==> src/rtl/dacreg_pkg.sv <==
package dacreg_pkg;
  localparam int unsigned LO_BITS  = 8;
  localparam int unsigned HI_BITS  = 4;
  localparam int unsigned NUM_CHAN = 2;

  typedef enum logic {
    HALF_LO = 1'b0,
    HALF_HI = 1'b1
  } half_e;
endpackage

==> src/rtl/wr_edge_qual.sv <==
module wr_edge_qual (
  input  logic clk,
  input  logic rst,
  input  logic wstb_n,
  output logic accept
);
  logic wstb_q;

  always_ff @(posedge clk) begin
    if (rst) wstb_q <= 1'b1;
    else     wstb_q <= wstb_n;
  end

  assign accept = wstb_q & ~wstb_n;

  // one accepted write per low period of the strobe
  assert_single_accept_R4: assert property (@(posedge clk) disable iff (rst)
    accept |=> !accept);
endmodule

==> src/rtl/chan_stage_reg.sv <==
module chan_stage_reg #(
  parameter int unsigned LO_W = 8,
  parameter int unsigned HI_W = 4,
  localparam int unsigned WORD_W = LO_W + HI_W
) (
  input  logic              clk,
  input  logic              rst,
  input  logic              zero_n,
  input  logic              ld_lo,
  input  logic              ld_hi,
  input  logic [LO_W-1:0]   din,
  output logic [WORD_W-1:0] word_q,
  output logic [WORD_W-1:0] word_fwd
);
  logic [LO_W-1:0] lo_q;
  logic [HI_W-1:0] hi_q;

  always_ff @(posedge clk or negedge zero_n) begin
    if (!zero_n)    lo_q <= '0;
    else if (rst)   lo_q <= '0;
    else if (ld_lo) lo_q <= din;
  end

  always_ff @(posedge clk or negedge zero_n) begin
    if (!zero_n)    hi_q <= '0;
    else if (rst)   hi_q <= '0;
    else if (ld_hi) hi_q <= din[HI_W-1:0];
  end

  assign word_q   = {hi_q, lo_q};
  assign word_fwd = {ld_hi ? din[HI_W-1:0] : hi_q, ld_lo ? din : lo_q};

  assert_nibble_right_just_R2: assert property (@(posedge clk) disable iff (rst || !zero_n)
    ld_hi |=> (hi_q == $past(din[HI_W-1:0])));

  assert_no_stage_change_R3: assert property (@(posedge clk) disable iff (rst || !zero_n)
    !(ld_lo || ld_hi) |=> $stable(word_q));
endmodule

==> src/rtl/code_hold_reg.sv <==
module code_hold_reg #(
  parameter int unsigned W = 12
) (
  input  logic         clk,
  input  logic         rst,
  input  logic         zero_n,
  input  logic         xfer,
  input  logic [W-1:0] d,
  output logic [W-1:0] q
);
  always_ff @(posedge clk or negedge zero_n) begin
    if (!zero_n)   q <= '0;
    else if (rst)  q <= '0;
    else if (xfer) q <= d;
  end

  assert_hold_no_commit_R6: assert property (@(posedge clk) disable iff (rst || !zero_n)
    !xfer |=> $stable(q));

  assert_clear_zeroes_R8: assert property (@(posedge clk) disable iff (rst)
    !zero_n |-> (q == '0));
endmodule

==> src/rtl/dual_dac_regfile.sv <==
module dual_dac_regfile #(
  parameter int unsigned LO_W = dacreg_pkg::LO_BITS,
  parameter int unsigned HI_W = dacreg_pkg::HI_BITS,
  localparam int unsigned WORD_W = LO_W + HI_W,
  localparam int unsigned NCH = dacreg_pkg::NUM_CHAN
) (
  input  logic              clk,
  input  logic              rst,
  input  logic              zero_n,
  input  logic              sel_n,
  input  logic              wstb_n,
  input  logic              commit_n,
  input  logic [1:0]        bus_addr,
  input  logic [LO_W-1:0]   bus_data,
  output logic [WORD_W-1:0] code_a,
  output logic [WORD_W-1:0] code_b
);
  import dacreg_pkg::*;

  logic accept;
  logic stage_wr;
  logic xfer;
  logic [WORD_W-1:0] stage_q   [NCH];
  logic [WORD_W-1:0] stage_fwd [NCH];
  logic [WORD_W-1:0] code_q    [NCH];

  wr_edge_qual u_edge (
    .clk    (clk),
    .rst    (rst),
    .wstb_n (wstb_n),
    .accept (accept)
  );

  assign stage_wr = accept & ~sel_n;
  assign xfer     = accept & ~commit_n;

  for (genvar ch = 0; ch < NCH; ch++) begin : g_chan
    logic chan_hit;
    logic ld_lo;
    logic ld_hi;

    assign chan_hit = stage_wr && (bus_addr[1] == 1'(ch));
    assign ld_lo    = chan_hit && (bus_addr[0] == HALF_LO);
    assign ld_hi    = chan_hit && (bus_addr[0] == HALF_HI);

    chan_stage_reg #(.LO_W(LO_W), .HI_W(HI_W)) u_stage (
      .clk      (clk),
      .rst      (rst),
      .zero_n   (zero_n),
      .ld_lo    (ld_lo),
      .ld_hi    (ld_hi),
      .din      (bus_data),
      .word_q   (stage_q[ch]),
      .word_fwd (stage_fwd[ch])
    );

    code_hold_reg #(.W(WORD_W)) u_code (
      .clk    (clk),
      .rst    (rst),
      .zero_n (zero_n),
      .xfer   (xfer),
      .d      (stage_fwd[ch]),
      .q      (code_q[ch])
    );

    // after a commit the output equals the staged word, including a same-cycle load
    assert_commit_matches_stage_R5: assert property (@(posedge clk) disable iff (rst || !zero_n)
      xfer |=> (code_q[ch] == stage_q[ch]));
  end

  assign code_a = code_q[0];
  assign code_b = code_q[1];

  assert_idle_strobe_R10: assert property (@(posedge clk) disable iff (rst || !zero_n)
    wstb_n |=> ($stable(code_a) && $stable(code_b)));
endmodule

==> config.mk <==
export PLATFORM = sky130hd
export DESIGN_NAME = dual_dac_regfile
export DESIGN_NICKNAME = d
export VERILOG_FILES = /design/src/rtl/dacreg_pkg.sv /design/src/rtl/wr_edge_qual.sv /design/src/rtl/chan_stage_reg.sv /design/src/rtl/code_hold_reg.sv /design/src/rtl/dual_dac_regfile.sv
export SDC_FILE = /design/constraint.sdc
export NUM_CORES = 1
export LEC_CHECK = 0
export BUFFER_PORTS_ARGS = -buffer_cell sky130_fd_sc_hd__buf_2
export CAP_MARGIN = 5
export CORE_UTILIZATION = 49
export CTS_CLUSTER_DIAMETER = 50
export DETAILED_ROUTE_END_ITERATION = 10
export PLACE_DENSITY = 0.75
export SETUP_SLACK_MARGIN = 0.02
export SLEW_MARGIN = 25
export SYNTH_ARGS = -nofsm -noshare
export SYNTH_HDL_FRONTEND = slang
export SYNTH_SLANG_ARGS = --single-unit
==> constraint.sdc <==
create_clock -name clk -period 1.3 [get_ports clk]
set_input_delay 0.195 -clock clk [delete_from_list [all_inputs] [get_ports clk]]
set_output_delay 0.195 -clock clk [all_outputs]
set_load 0.1 [all_outputs]
=== Word level (Yosys, flattened, before mapping) ===
Cells that the tools add are included.

* Reduce and logical (&&, ||, !) cells: 7
* Mux-type cells: 12
* Bitwise gates (word level): 8

{| class="wikitable"
|+ Operators with widths
! kind !! number
|-
| 12-bit 2-to-1 mux || 4
|-
| 8-bit 2-to-1 mux || 4
|-
| 4-bit 2-to-1 mux || 4
|-
| 1-bit logical AND || 6
|-
| 1-bit NOT || 5
|-
| 1-bit AND || 3
|-
| 2-bit nonzero test || 1
|}

* Input bits: 16
* Word-level logic and storage cells: 34
* Output and inout bits: 24
* Register bits: 49

=== Longest topological paths before layout ===
Gate-level depths: netlist (run 1).

* Depth after elaboration: 8
* Gate-level depth with buffers: 5
* Gate-level depth less buffers: 3

=== By module ===
A second synthesis (run 1) with hierarchy kept.

* Cell total of the unflattened synthesis: 160
* Area total of the unflattened synthesis: 2210.9 µm²

{| class="wikitable"
|+ Modules (own cells, without submodules)
! module !! area each (µm²) !! times used !! cells each !! sequential area each (µm²)
|-
| chan_stage_reg || 579.3 || 2 || 38 || 300.3
|-
| code_hold_reg || 480.5 || 2 || 38 || 300.3
|-
| dual_dac_regfile || 56.3 || 1 || 5 || 0.0
|-
| wr_edge_qual || 35.0 || 1 || 3 || 20.0
|}

=== Worst setup path after synthesis (run 1) ===
No wires, ideal clock.

* Kind: reg2reg
* Start: reg, netlist name g_chan[1].u_code.q[1]
* End: reg g_chan[1].u_code.q[1]
* Arrival: 1245 ps
* Buffers on the path: 0
* Setup slack: -45 ps
* Cell stages (with the launch flop): 3
* Library setup time: 99 ps
* Clock period less this slack: 1345 ps
* Required time: 1201 ps
* Cells stage by stage: dfrtp_1 > nor2_1 > a311oi_1

{| class="wikitable"
|+ RTL lines
! element !! line !! source
|-
| to (signal assigned) || code_hold_reg.sv:12 || <nowiki>if (!zero_n) q <= '0;</nowiki>
|-
| to (signal assigned) || code_hold_reg.sv:13 || <nowiki>else if (rst) q <= '0;</nowiki>
|-
| to (signal assigned) || code_hold_reg.sv:14 || <nowiki>else if (xfer) q <= d;</nowiki>
|-
| to (decl) || code_hold_reg.sv:9 || <nowiki>output logic [W-1:0] q</nowiki>
|}

=== Final worst setup path (run 1) ===
* Start: reg u_edge.wstb_q
* End: reg g_chan[1].u_code.q[7]

* Longest elaborated chain between the ends: 7
* Elaborated cells between the ends (all ways): 9
* Classes of those cells: mux: 3; bitwise: 3; reduce/logical: 3

{| class="wikitable"
|+ RTL lines
! element !! line !! source
|-
| from (decl) || wr_edge_qual.sv:7 || <nowiki>logic wstb_q;</nowiki>
|-
| from (signal assigned) || wr_edge_qual.sv:11 || <nowiki>else wstb_q <= wstb_n;</nowiki>
|-
| 1-bit AND (*) || wr_edge_qual.sv:14 || <nowiki>assign accept = wstb_q & ~wstb_n;</nowiki>
|-
| 1-bit AND || dual_dac_regfile.sv:34 || <nowiki>assign stage_wr = accept & ~sel_n;</nowiki>
|-
| 1-bit logical AND || dual_dac_regfile.sv:42 || <nowiki>assign chan_hit = stage_wr && (bus_addr[1] == 1'(ch));</nowiki>
|-
| 1-bit logical AND || dual_dac_regfile.sv:43 || <nowiki>assign ld_lo = chan_hit && (bus_addr[0] == HALF_LO);</nowiki>
|-
| 8-bit 2-to-1 mux || chan_stage_reg.sv:31 || <nowiki>assign word_fwd = {ld_hi ? din[HI_W-1:0] : hi_q, ld_lo ? din : lo_q};</nowiki>
|-
| 12-bit 2-to-1 mux || code_hold_reg.sv:14 ||
|-
| 12-bit 2-to-1 mux || code_hold_reg.sv:13 ||
|}

Mark *: on every way between the ends. The rest lies on a longest branch, timed or not. The select of a mux whose other input is x is not followed.
A chain may end at the register's enable or synchronous reset.

==> impl_metrics.tcl, run 1 <==
set metrics [dict create \
    outcome "finished, violations left" \
    violations "setup timing" \
    cts.reportedPaths.clkPinSlew_ns 0.09 \
    clkSinkCount 49 \
    hpwlAfterDp_um 3070 \
    worstReg2RegStart "u_edge.wstb_q$_SDFF_PP1_" \
    cp-end-kind "register" \
    cts_buffers 5 \
    cp_slowest_cell "dfxtp_2" \
    yosys.cell_types.count 24 \
    critPathBufInv 4 \
    num_vias 1849 \
    fin_crit_ns 1.45 \
    routed_wl_um 5510 \
    syn2layout_area_growth_pct 41.8 \
    syn-cell-area_mm2 0.00210 \
    viasPerCell 6.00 \
    fmax_mhz 687 \
    cts_tree "done" \
    grt.total_usage_pct 23.1 \
    p_total_mw 3.38 \
    arrival_ns 1.67 \
    ctsHtreeMaxLevel 2 \
    wire_per_inst_um 17.9 \
    yosysWarnings 0 \
    crit_family "buffers and inverters" \
    io_pins 40 \
    whs_path_depth 3 \
    rsz0062_at_grt "true" \
    pre_cts_ws_ns -0.143 \
    fin_ws_ns -0.155 \
    hold_class "in2reg" \
    overflow 0 \
    reg2reg_depth 7 \
    cpMostUsedCell "buf_12" \
    holdWs_ns 0.176 \
    core-area_mm2 0.00406 \
    seq_area_frac_synth_pct 58.1 \
    die_h_um 67.5 \
    drc 0 \
    synth-edff-count 0 \
    synthArstFlopShare_pct 98.0 \
    hold_viol_final 0 \
    drv_slew 0 \
    rows 23 \
    grt_max_degree 49 \
    drt_iter0_drc 111 \
    hold_end "g_chan[0].u_stage.hi_q[0]$_DFF_PN0_" \
    fin_tns_setup_ns -2.00 \
    port_buffers 39 \
    relSlewSlack_pct 53.4 \
    ys.flop_type "dfrtp_1" \
    critPathRequiredTime_ns 1.51 \
    grt_pass1_wl_um 7650 \
    drt-pass1-iter-count 4 \
    startpoint_type "register" \
    worstPathMaxFanout 7 \
    drive_above_1_share_pct 47.3 \
    multi_input_area_um2 943 \
    r2r_end "g_chan[1].u_code.q[7]$_DFFE_PN0P_" \
    placed_cell_area_mm2 0.00253 \
    dp_cells 290 \
    cts_buffer_depth 2 \
    syn_nets 217 \
    grt_pass1_vias 1599 \
    fin_nets 273 \
    cp_cell_sequence "buf_6 -> nor3b_4 -> buf_4 -> buf_12 -> buf_12 -> o21bai_1 -> a31oi_1" \
    antennaDiodeCount 0 \
    gp_congestion 0.801 \
    ant_nets 0 \
    die_width_um 67.5 \
    fin_util_pct 73.5 \
    fillers 286 \
    max_slew.worst_pin.slew_ns 0.700 \
    min_from "bus_data[0]" \
    final_common_cell "dfrtp_1" \
    setup_viol 34 \
    ys_ff_latch 49 \
    fin_skew_ns 0.00725 \
    mostFrequentLayoutCells "32 x dfrtp_1, 31 x buf_4, 23 x a21oi_1, 16 x nand2_1, 16 x dfrtp_2" \
    p_leak_nw 1.27 \
    netlist_instances 201 \
    crit_path_start "u_edge.wstb_q$_SDFF_PP1_" \
    slowest_delay_ns 0.34 \
    critPathKind "reg2reg" \
    stdcell_count 308 \
    p_per_area_mw_per_mm2 1130 \
    fin_crit_sh_pct 112 \
    syn_area_per_cell_um2 10.5 \
    clk_latency_ns 0.31 \
    ff_latch_area_mm2 0.00124 \
    r2r_setup_slack_ns -0.15 \
    dieArea_mm2 0.00456 \
    cts_root_buffer "clkbuf_8" \
    start_util_pct 51.8 \
    antenna_found_initial 0 \
    drv_cap 0 \
    postLayoutCellArea_mm2 0.00298 \
    peakVddDrop_mv 0.821 \
]
==> routing by layer <==
| layer | GRT usage (%) | vias up | share of wire, % |
|---|---|---|---|
| met2 | 33.8 | 61 | 50 |
| met1 | 33.2 | 932 | 42 |
| li1 | - | 847 | - |
| met3 | 6.08 | 9 | 5.6 |
| met4 | 7.45 | 0 | 2.2 |
| met5 | 0 | - | 0 |
==> worst max-delay path by stage <==
| stage | endpoint | slack (ns) | depth (start not counted) |
|---|---|---|---|
| final | g_chan[1].u_code.q[7]$_DFFE_PN0P_ | -0.15 | 7 |
| after global placement | g_chan[0].u_code.q[0]$_DFFE_PN0P_ | -0.11 | 5 |
| after global routing | g_chan[1].u_code.q[7]$_DFFE_PN0P_ | -0.19 | 7 |
| after detailed placement | g_chan[0].u_code.q[0]$_DFFE_PN0P_ | -0.14 | 5 |
| after floorplan | g_chan[0].u_code.q[9]$_DFFE_PN0P_ | 0.01 | 4 |
| after CTS | g_chan[0].u_code.q[0]$_DFFE_PN0P_ | -0.06 | 4 |
==> Yosys cell counts, types with 7 or more instances <==
library cell	number	share of area, %
dfrtp_1	48	57
a21oi_1	24	5.7
a311oi_1	16	6.7
nand2_1	16	2.9
nor2_1	16	2.9
o21ai_0	13	3.1
o21ai_2	10	4.2
a31oi_1	8	2.4
buf_2	8	1.9
nand3_1	8	1.9
nor2b_1	8	2.4
o21bai_1	8	2.9
clkbuf_1	7	1.2
==> where the power goes <==
part,leakage (nW),internal [mW],switching (mW)
Combinational,0.586,0.256,0.563
Clock,0.0455,0.435,0.502
Sequential,0.641,1.58,0.0373
==> cell families (layout without fill, tap and decap cells) <==
kind of cell    count (synthesis)  count (layout)  share of synthesized area, %
compound gates                 80              80                          25.1
buf+inv                        18              75                          3.87
flops                          49              49                          58.1
simple gates                   54              54                          13.0
==> layout make-up <==
class / instances / area share (%)
Sequential cell: 49 / 41.7
Multi-Input combinational cell: 134 / 31.6
Timing Repair Buffer: 66 / 21.5
Clock buffer: 8 / 3.02
Tap cell: 50 / 2.10
Inverter: 1 / 0.126
==> worst register-to-register path, stage by stage (launching register included) <==
cell,delay (ns)
dfxtp_2,0.34
buf_6,0.10
nor3b_4,0.24
buf_4,0.16
buf_12,0.12
buf_12,0.12
o21bai_1,0.07
a31oi_1,0.20
==> repair_timing <==
item                                    CTS  global route
endpoints found under the setup margin   58            46
gates cloned                              0             5
hold buffers                              1             0
hold endpoints to repair                 48             0
buffers inserted                          0             4
pin swaps                                 1            12
resized for setup                        20            42
==> flip-flops by register name, summed over array words and instances (netlist names) <==
name	count
u_edge.wstb_q	1
g_chan.u_code.q	24
g_chan.u_stage.hi_q	8
g_chan.u_stage.lo_q	16
Power figures use the tool's default switching activity.
==> run 2, diff against run 1 <==
--- a/config.mk
+++ b/config.mk
@@ -16,3 +16,4 @@
 export SYNTH_ARGS = -nofsm -noshare
 export SYNTH_HDL_FRONTEND = slang
 export SYNTH_SLANG_ARGS = --single-unit
+export TNS_END_PERCENT = 20
==> run 2 against run 1 <==
  * The flow still finishes with violations (setup timing)
  * Setup slack better by 0.083 ns
  * First-iteration DRC count is 26% higher
  * Die area stayed put
  * Register-to-register slack better by 0.08 ns
  * Sequential cell count stayed put
==> impl_metrics.tcl, run 2 (synthesis gave the netlist of run 1 again) <==
set metrics [dict create \
    gp_congestion 0.760 \
    grt_pass1_vias 1584 \
    antennaDiodeCount 0 \
    critPathBufInv 1 \
    crit_family "simple AND/OR/NAND/NOR gates" \
    core-area_mm2 0.00406 \
    clkSinkCount 49 \
    io_pins 40 \
    violations "setup timing" \
    num_vias 1742 \
    drc 0 \
    cp_cell_sequence "or4b_4 -> buf_12 -> o21ai_2 -> a311oi_1" \
    relSlewSlack_pct 57.6 \
    ant_nets 0 \
    fin_skew_ns 0.00394 \
    clk_latency_ns 0.31 \
    max_slew.worst_pin.slew_ns 0.637 \
    drt-pass1-iter-count 4 \
    overflow 0 \
    setup_viol 24 \
    reg2reg_depth 4 \
    cts_root_buffer "clkbuf_8" \
    hpwlAfterDp_um 3290 \
    antenna_found_initial 0 \
    regMostFlops "g_chan.u_code.q" \
    rsz0062_at_grt "true" \
    peakVddDrop_mv 0.778 \
    p_seq_share_pct 46.2 \
    worstPathMaxFanout 10 \
    clkPwrFrac_pct 32.7 \
    fin_ws_ns -0.0715 \
    cts_buffers 5 \
    stdcell_count 305 \
    switching_share_pct 30.8 \
    fin_nets 270 \
    drv_cap 0 \
    cts.reportedPaths.clkPinSlew_ns 0.09 \
    outcome "finished, violations left" \
    die_width_um 67.5 \
    grt_max_degree 36 \
    port_buffers 39 \
    dieArea_mm2 0.00456 \
    routed_wl_um 4830 \
    power_switching_mw 1.07 \
    drive_above_1_share_pct 36.5 \
    final_common_cell "dfrtp_1" \
    cp-end-kind "register" \
    drt_iter0_drc 140 \
    drv_slew 0 \
    wire_per_inst_um 15.8 \
    internal_power_mw 2.41 \
    hold_class "in2reg" \
    viasPerCell 5.71 \
    fin_crit_ns 1.37 \
    syn2layout_area_growth_pct 32.2 \
    largest_register_ffs 24 \
    cp_slowest_cell "or4b_4" \
    critPathRequiredTime_ns 1.46 \
    die_h_um 67.5 \
    critPathKind "reg2reg" \
    grt_pass1_wl_um 7890 \
    critical_path_depth 4 \
    slowest_delay_ns 0.49 \
    cts_buffer_depth 2 \
    arrival_ns 1.53 \
    fmax_mhz 729 \
    dp_cells 293 \
    cts_tree "done" \
    p_per_area_mw_per_mm2 1250 \
    fillers 309 \
    whs_path_depth 3 \
    grt.total_usage_pct 23.9 \
    fin_crit_sh_pct 106 \
    start_util_pct 51.8 \
    hold_viol_final 0 \
    startpoint_type "register" \
    rows 23 \
    ctsHtreeMaxLevel 2 \
    combPwrFrac_pct 21.1 \
    p_total_mw 3.48 \
    mostFrequentLayoutCells "42 x dfrtp_1, 30 x buf_4, 24 x a21oi_1, 16 x nand2_1, 16 x nor2_1" \
    reg.largest.list "g_chan.u_code.q: 24 flops, g_chan.u_stage.lo_q: 16 flops, g_chan.u_stage.hi_q: 8 flops" \
    p_leak_nw 1.24 \
]
run 2: cell types whose count changed in the layout (fill, tap and decap cells not counted), moves of 2 or more:
cell / previous run / this run
a311oi_1: 9 / 14
nor2_2: 4 / 0
nor2_4: 4 / 0
clkbuf_16: 4 / 0
nor2_1: 8 / 16
o21bai_4: 2 / 0
o21bai_1: 6 / 8
dfrtp_2: 16 / 6
dfrtp_1: 32 / 42
a311oi_2: 7 / 2
clkbuf_4: 3 / 6
run 2: final cells by class:
| type | count | area [um2] | share of cell area (%) |
|---|---|---|---|
| clock buffers | 7 | 86.3 | 3.11 |
| clock inverters | 1 | 30.0 | 1.08 |
| well taps | 50 | 62.6 | 2.25 |
| flip-flops and latches | 49 | 1230 | 44.2 |
| multi-input cells | 134 | 836 | 30.1 |
| inverters | 1 | 3.75 | 0.135 |
| repair buffers | 63 | 532 | 19.1 |
run 2: power groups by stage:
stage,Combinational [mW],Clock [mW],Sequential (mW)
after global routing,0.779,1.20,1.62
after global placement,0.680,0,1.64
after floorplan,0.168,0,1.95
after detailed placement,0.688,0,1.64
final,0.735,1.14,1.61
after CTS,0.718,1.15,1.61
run 2: worst reg2reg max path: cells and delay by family (launching register included):
kind | cells | cell delay [ns]
AO/OA/AOI/OAI | 2 | 0.22
AND/OR/NAND/NOR | 1 | 0.49
flip-flops | 1 | 0.34
buffers and inverters | 1 | 0.17
run 2: what timing repair did:
item                                    CTS  global route
pin swaps                                 5             8
hold buffers                              1             0
gates cloned                              0             1
buffers inserted                          2             0
endpoints found under the hold margin    11             0
endpoints found under the setup margin   50            52
gates resized for setup                  22            21
run 2: path summary, 6_finish.rpt:
kind / slack, ns / endpoint / startpoint
max in group asynchronous: 0.51 / g_chan[0].u_code.q[10]$_DFFE_PN0P_ / zero_n
min in group asynchronous: 0.30 / g_chan[1].u_stage.lo_q[4]$_DFF_PN0_ / zero_n
min reg2reg: 0.53 / g_chan[0].u_stage.lo_q[7]$_DFF_PN0_ / g_chan[0].u_stage.lo_q[7]$_DFF_PN0_
max reg2reg: -0.07 / g_chan[0].u_code.q[1]$_DFFE_PN0P_ / u_edge.wstb_q$_SDFF_PP1_
min: 0.19 / g_chan[1].u_stage.hi_q[1]$_DFF_PN0_ / bus_data[1]
max: -0.07 / g_chan[0].u_code.q[1]$_DFFE_PN0P_ / u_edge.wstb_q$_SDFF_PP1_
run 2: metal layers:
layer	GRT usage [%]	vias to the layer above	routed length, um
met5	0	-	0
met4	7.98	0	65
met2	34.8	37	2240
met1	35.3	853	2340
met3	5.07	6	189
li1	-	846	-
run 2: metrics by stage:
step	setup slack, ns	util (%)	TNS (ns)	hold WS [ns]	instance area [um2]
2_1_floorplan	-0.0446	-	-0.446	-0.101	2120
3_3_place_gp	-0.118	62.3	-2.78	0.104	2530
3_5_place_dp	-0.149	62.3	-3.54	0.110	2530
4_1_cts	-0.0584	67.2	-0.603	0.189	2730
5_1_grt	-0.130	68.5	-2.89	0.188	2780
6_report	-0.0715	68.5	-0.901	0.188	2780
==> run 3, diff against run 2 <==
--- a/config.mk
+++ b/config.mk
@@ -7,10 +7,12 @@
 export LEC_CHECK = 0
 export BUFFER_PORTS_ARGS = -buffer_cell sky130_fd_sc_hd__buf_2
 export CAP_MARGIN = 5
-export CORE_UTILIZATION = 49
+export CELL_PAD_IN_SITES_DETAIL_PLACEMENT = 1
+export CELL_PAD_IN_SITES_GLOBAL_PLACEMENT = 1
+export CORE_UTILIZATION = 38
 export CTS_CLUSTER_DIAMETER = 50
 export DETAILED_ROUTE_END_ITERATION = 10
-export PLACE_DENSITY = 0.75
+export PLACE_DENSITY_LB_ADDON = 0.1
 export SETUP_SLACK_MARGIN = 0.02
 export SLEW_MARGIN = 25
 export SYNTH_ARGS = -nofsm -noshare
==> run 3 against run 2 <==
  * The run still ends with setup timing left
  * Via count grew 2.8%
  * Clock skew grew 0.0024 ns
  * Clock power is essentially flat
  * Global-route usage shrank 3.2 points
  * Largest cell class unchanged
  * Largest power group unchanged
  * Highest routed layer unchanged
==> impl_metrics.tcl, run 3 (synthesis gave the netlist of run 1 again) <==
set metrics [dict create \
    worstPathMaxFanout 5 \
    mostFrequentLayoutCells "42 x dfrtp_1, 24 x a21oi_1, 20 x buf_12, 18 x buf_4" \
    met2WireLength_um 2970 \
    largest_register_ffs 24 \
    met1_length_um 2430 \
    regMostFlops "g_chan.u_code.q" \
    startpoint_type "register" \
    multi_input_area_um2 862 \
    rsz0062_at_grt "true" \
    fin_nets 268 \
    p_per_area_mw_per_mm2 1190 \
    peakVddDrop_mv 0.713 \
    die_width_um 76.4 \
    wire_per_inst_um 17.6 \
    antennaDiodeCount 0 \
    min_from "bus_data[0]" \
    dieArea_mm2 0.00584 \
    grt_pass1_vias 1865 \
    fin_ws_ns -0.113 \
    wl_met3_um 237 \
    cts.reportedPaths.clkPinSlew_ns 0.09 \
    cts_root_buffer "clkbuf_8" \
    grt_pass1_wl_um 9340 \
    cp_cell_sequence "or4b_4 -> buf_6 -> o21ai_4 -> a31oi_2" \
    gp_congestion 0.722 \
    crit_path_start "u_edge.wstb_q$_SDFF_PP1_" \
    drt_iter0_drc 107 \
    cp_slowest_cell "or4b_4" \
    ff_latch_area_mm2 0.00123 \
    routed_wl_um 5700 \
    fillers 544 \
    rows 26 \
    num_vias 1790 \
    clkSinkCount 49 \
    core-area_mm2 0.00520 \
    viasPerCell 5.54 \
    io_pins 40 \
    start_util_pct 40.4 \
    hpwlAfterDp_um 3890 \
    port_buffers 39 \
    overflow 0 \
    cts_buffers 5 \
    setup_viol 22 \
    outcome "finished, violations left" \
    ant_nets 0 \
    slowest_delay_ns 0.51 \
    fin_skew_ns 0.00633 \
    worstReg2RegStart "u_edge.wstb_q$_SDFF_PP1_" \
    drt-pass1-iter-count 5 \
    p_leak_nw 1.27 \
    crit_family "simple AND/OR/NAND/NOR gates" \
    cp-end-kind "register" \
    die_h_um 76.4 \
    p_total_mw 3.56 \
    reg.largest.list "g_chan.u_code.q: 24 flops, g_chan.u_stage.lo_q: 16 flops, g_chan.u_stage.hi_q: 8 flops" \
    postLayoutCellArea_mm2 0.00298 \
    drc 0 \
    fin_crit_ns 1.41 \
    hold_viol_final 0 \
    final_common_cell "dfrtp_1" \
    critPathKind "reg2reg" \
    arrival_ns 1.59 \
    drv_cap 0 \
    grt_max_degree 49 \
    max_slew.worst_pin.slew_ns 0.570 \
    cts_tree "done" \
    drive_above_1_share_pct 37.2 \
    ctsHtreeMaxLevel 2 \
    routed.top_layer "met4" \
    syn2layout_area_growth_pct 41.9 \
    fin_crit_sh_pct 109 \
    grt.total_usage_pct 20.7 \
    cts_buffer_depth 2 \
    relSlewSlack_pct 62.0 \
    drv_slew 0 \
    violations "setup timing" \
    fmax_mhz 708 \
    hold_class "in2reg" \
    placed_cell_area_mm2 0.00276 \
    clk_latency_ns 0.30 \
    critPathBufInv 1 \
    antenna_found_initial 0 \
    critPathRequiredTime_ns 1.48 \
]
run 3: cell count changes in the layout (fill, tap and decap cells not counted), moves of 2 or more:
| cell | change |
|---|---|
| buf_12 | +14 |
| buf_4 | -12 |
| clkbuf_4 | -5 |
| o21ai_0 | -3 |
| o21ai_2 | +3 |
| a311oi_1 | +2 |
| a311oi_2 | -2 |
run 3: metrics by stage:
stage,hold WS [ns],util [%],cells,setup WS (ns),TNS [ns]
6_report,0.189,57.3,323,-0.113,-1.52
5_1_grt,0.205,57.3,323,-0.155,-3.00
4_1_cts,0.181,56.4,322,-0.114,-1.63
3_5_place_dp,0.205,53.0,312,-0.179,-4.07
3_3_place_gp,0.199,53.0,312,-0.128,-3.00
2_1_floorplan,-0.101,-,201,-0.0446,-0.446
run 3: what timing repair did:
action	4_1_cts	5_1_grt
gates resized for setup	15	19
setup buffers	1	0
hold buffers	1	0
setup endpoints to repair	31	49
pin swaps	3	2
hold endpoints to repair	48	0
gates cloned	0	1
run 3: final timing paths:
kind,end,slack [ns],cells after the start
worst max-delay path,g_chan[0].u_code.q[7]$_DFFE_PN0P_,-0.11,4
worst min-delay path,g_chan[0].u_stage.hi_q[0]$_DFF_PN0_,0.19,3
worst max register to register,g_chan[0].u_code.q[7]$_DFFE_PN0P_,-0.11,4
worst min register to register,g_chan[0].u_stage.lo_q[3]$_DFF_PN0_,0.54,2
max in group asynchronous,g_chan[0].u_code.q[11]$_DFFE_PN0P_,0.65,3
min in group asynchronous,g_chan[0].u_code.q[0]$_DFFE_PN0P_,0.40,3
run 3: where the power goes:
group | total (mW) | internal (mW) | switching, mW
Sequential | 1.63 | 1.58 | 0.0460
Clock | 1.13 | 0.627 | 0.499
Combinational | 0.805 | 0.264 | 0.541
run 3: layout make-up:
class	instances	share of cell area [%]
repair buffers	60	22.9
clock inverters	1	1.01
flip-flops and latches	49	41.2
well taps	70	2.94
inverters	1	0.126
multi-input cells	135	28.9
clock buffers	7	2.89
run 3: metal layers:
layer	up-vias	track usage, %
met5	-	0
met2	38	35.7
met4	0	6.73
met3	7	4.43
li1	842	-
met1	903	25.8
run 3: worst min-delay path: stages:
cell and delay (ns):
buf_2 0.12, nand3_1 0.08, a21oi_1 0.06
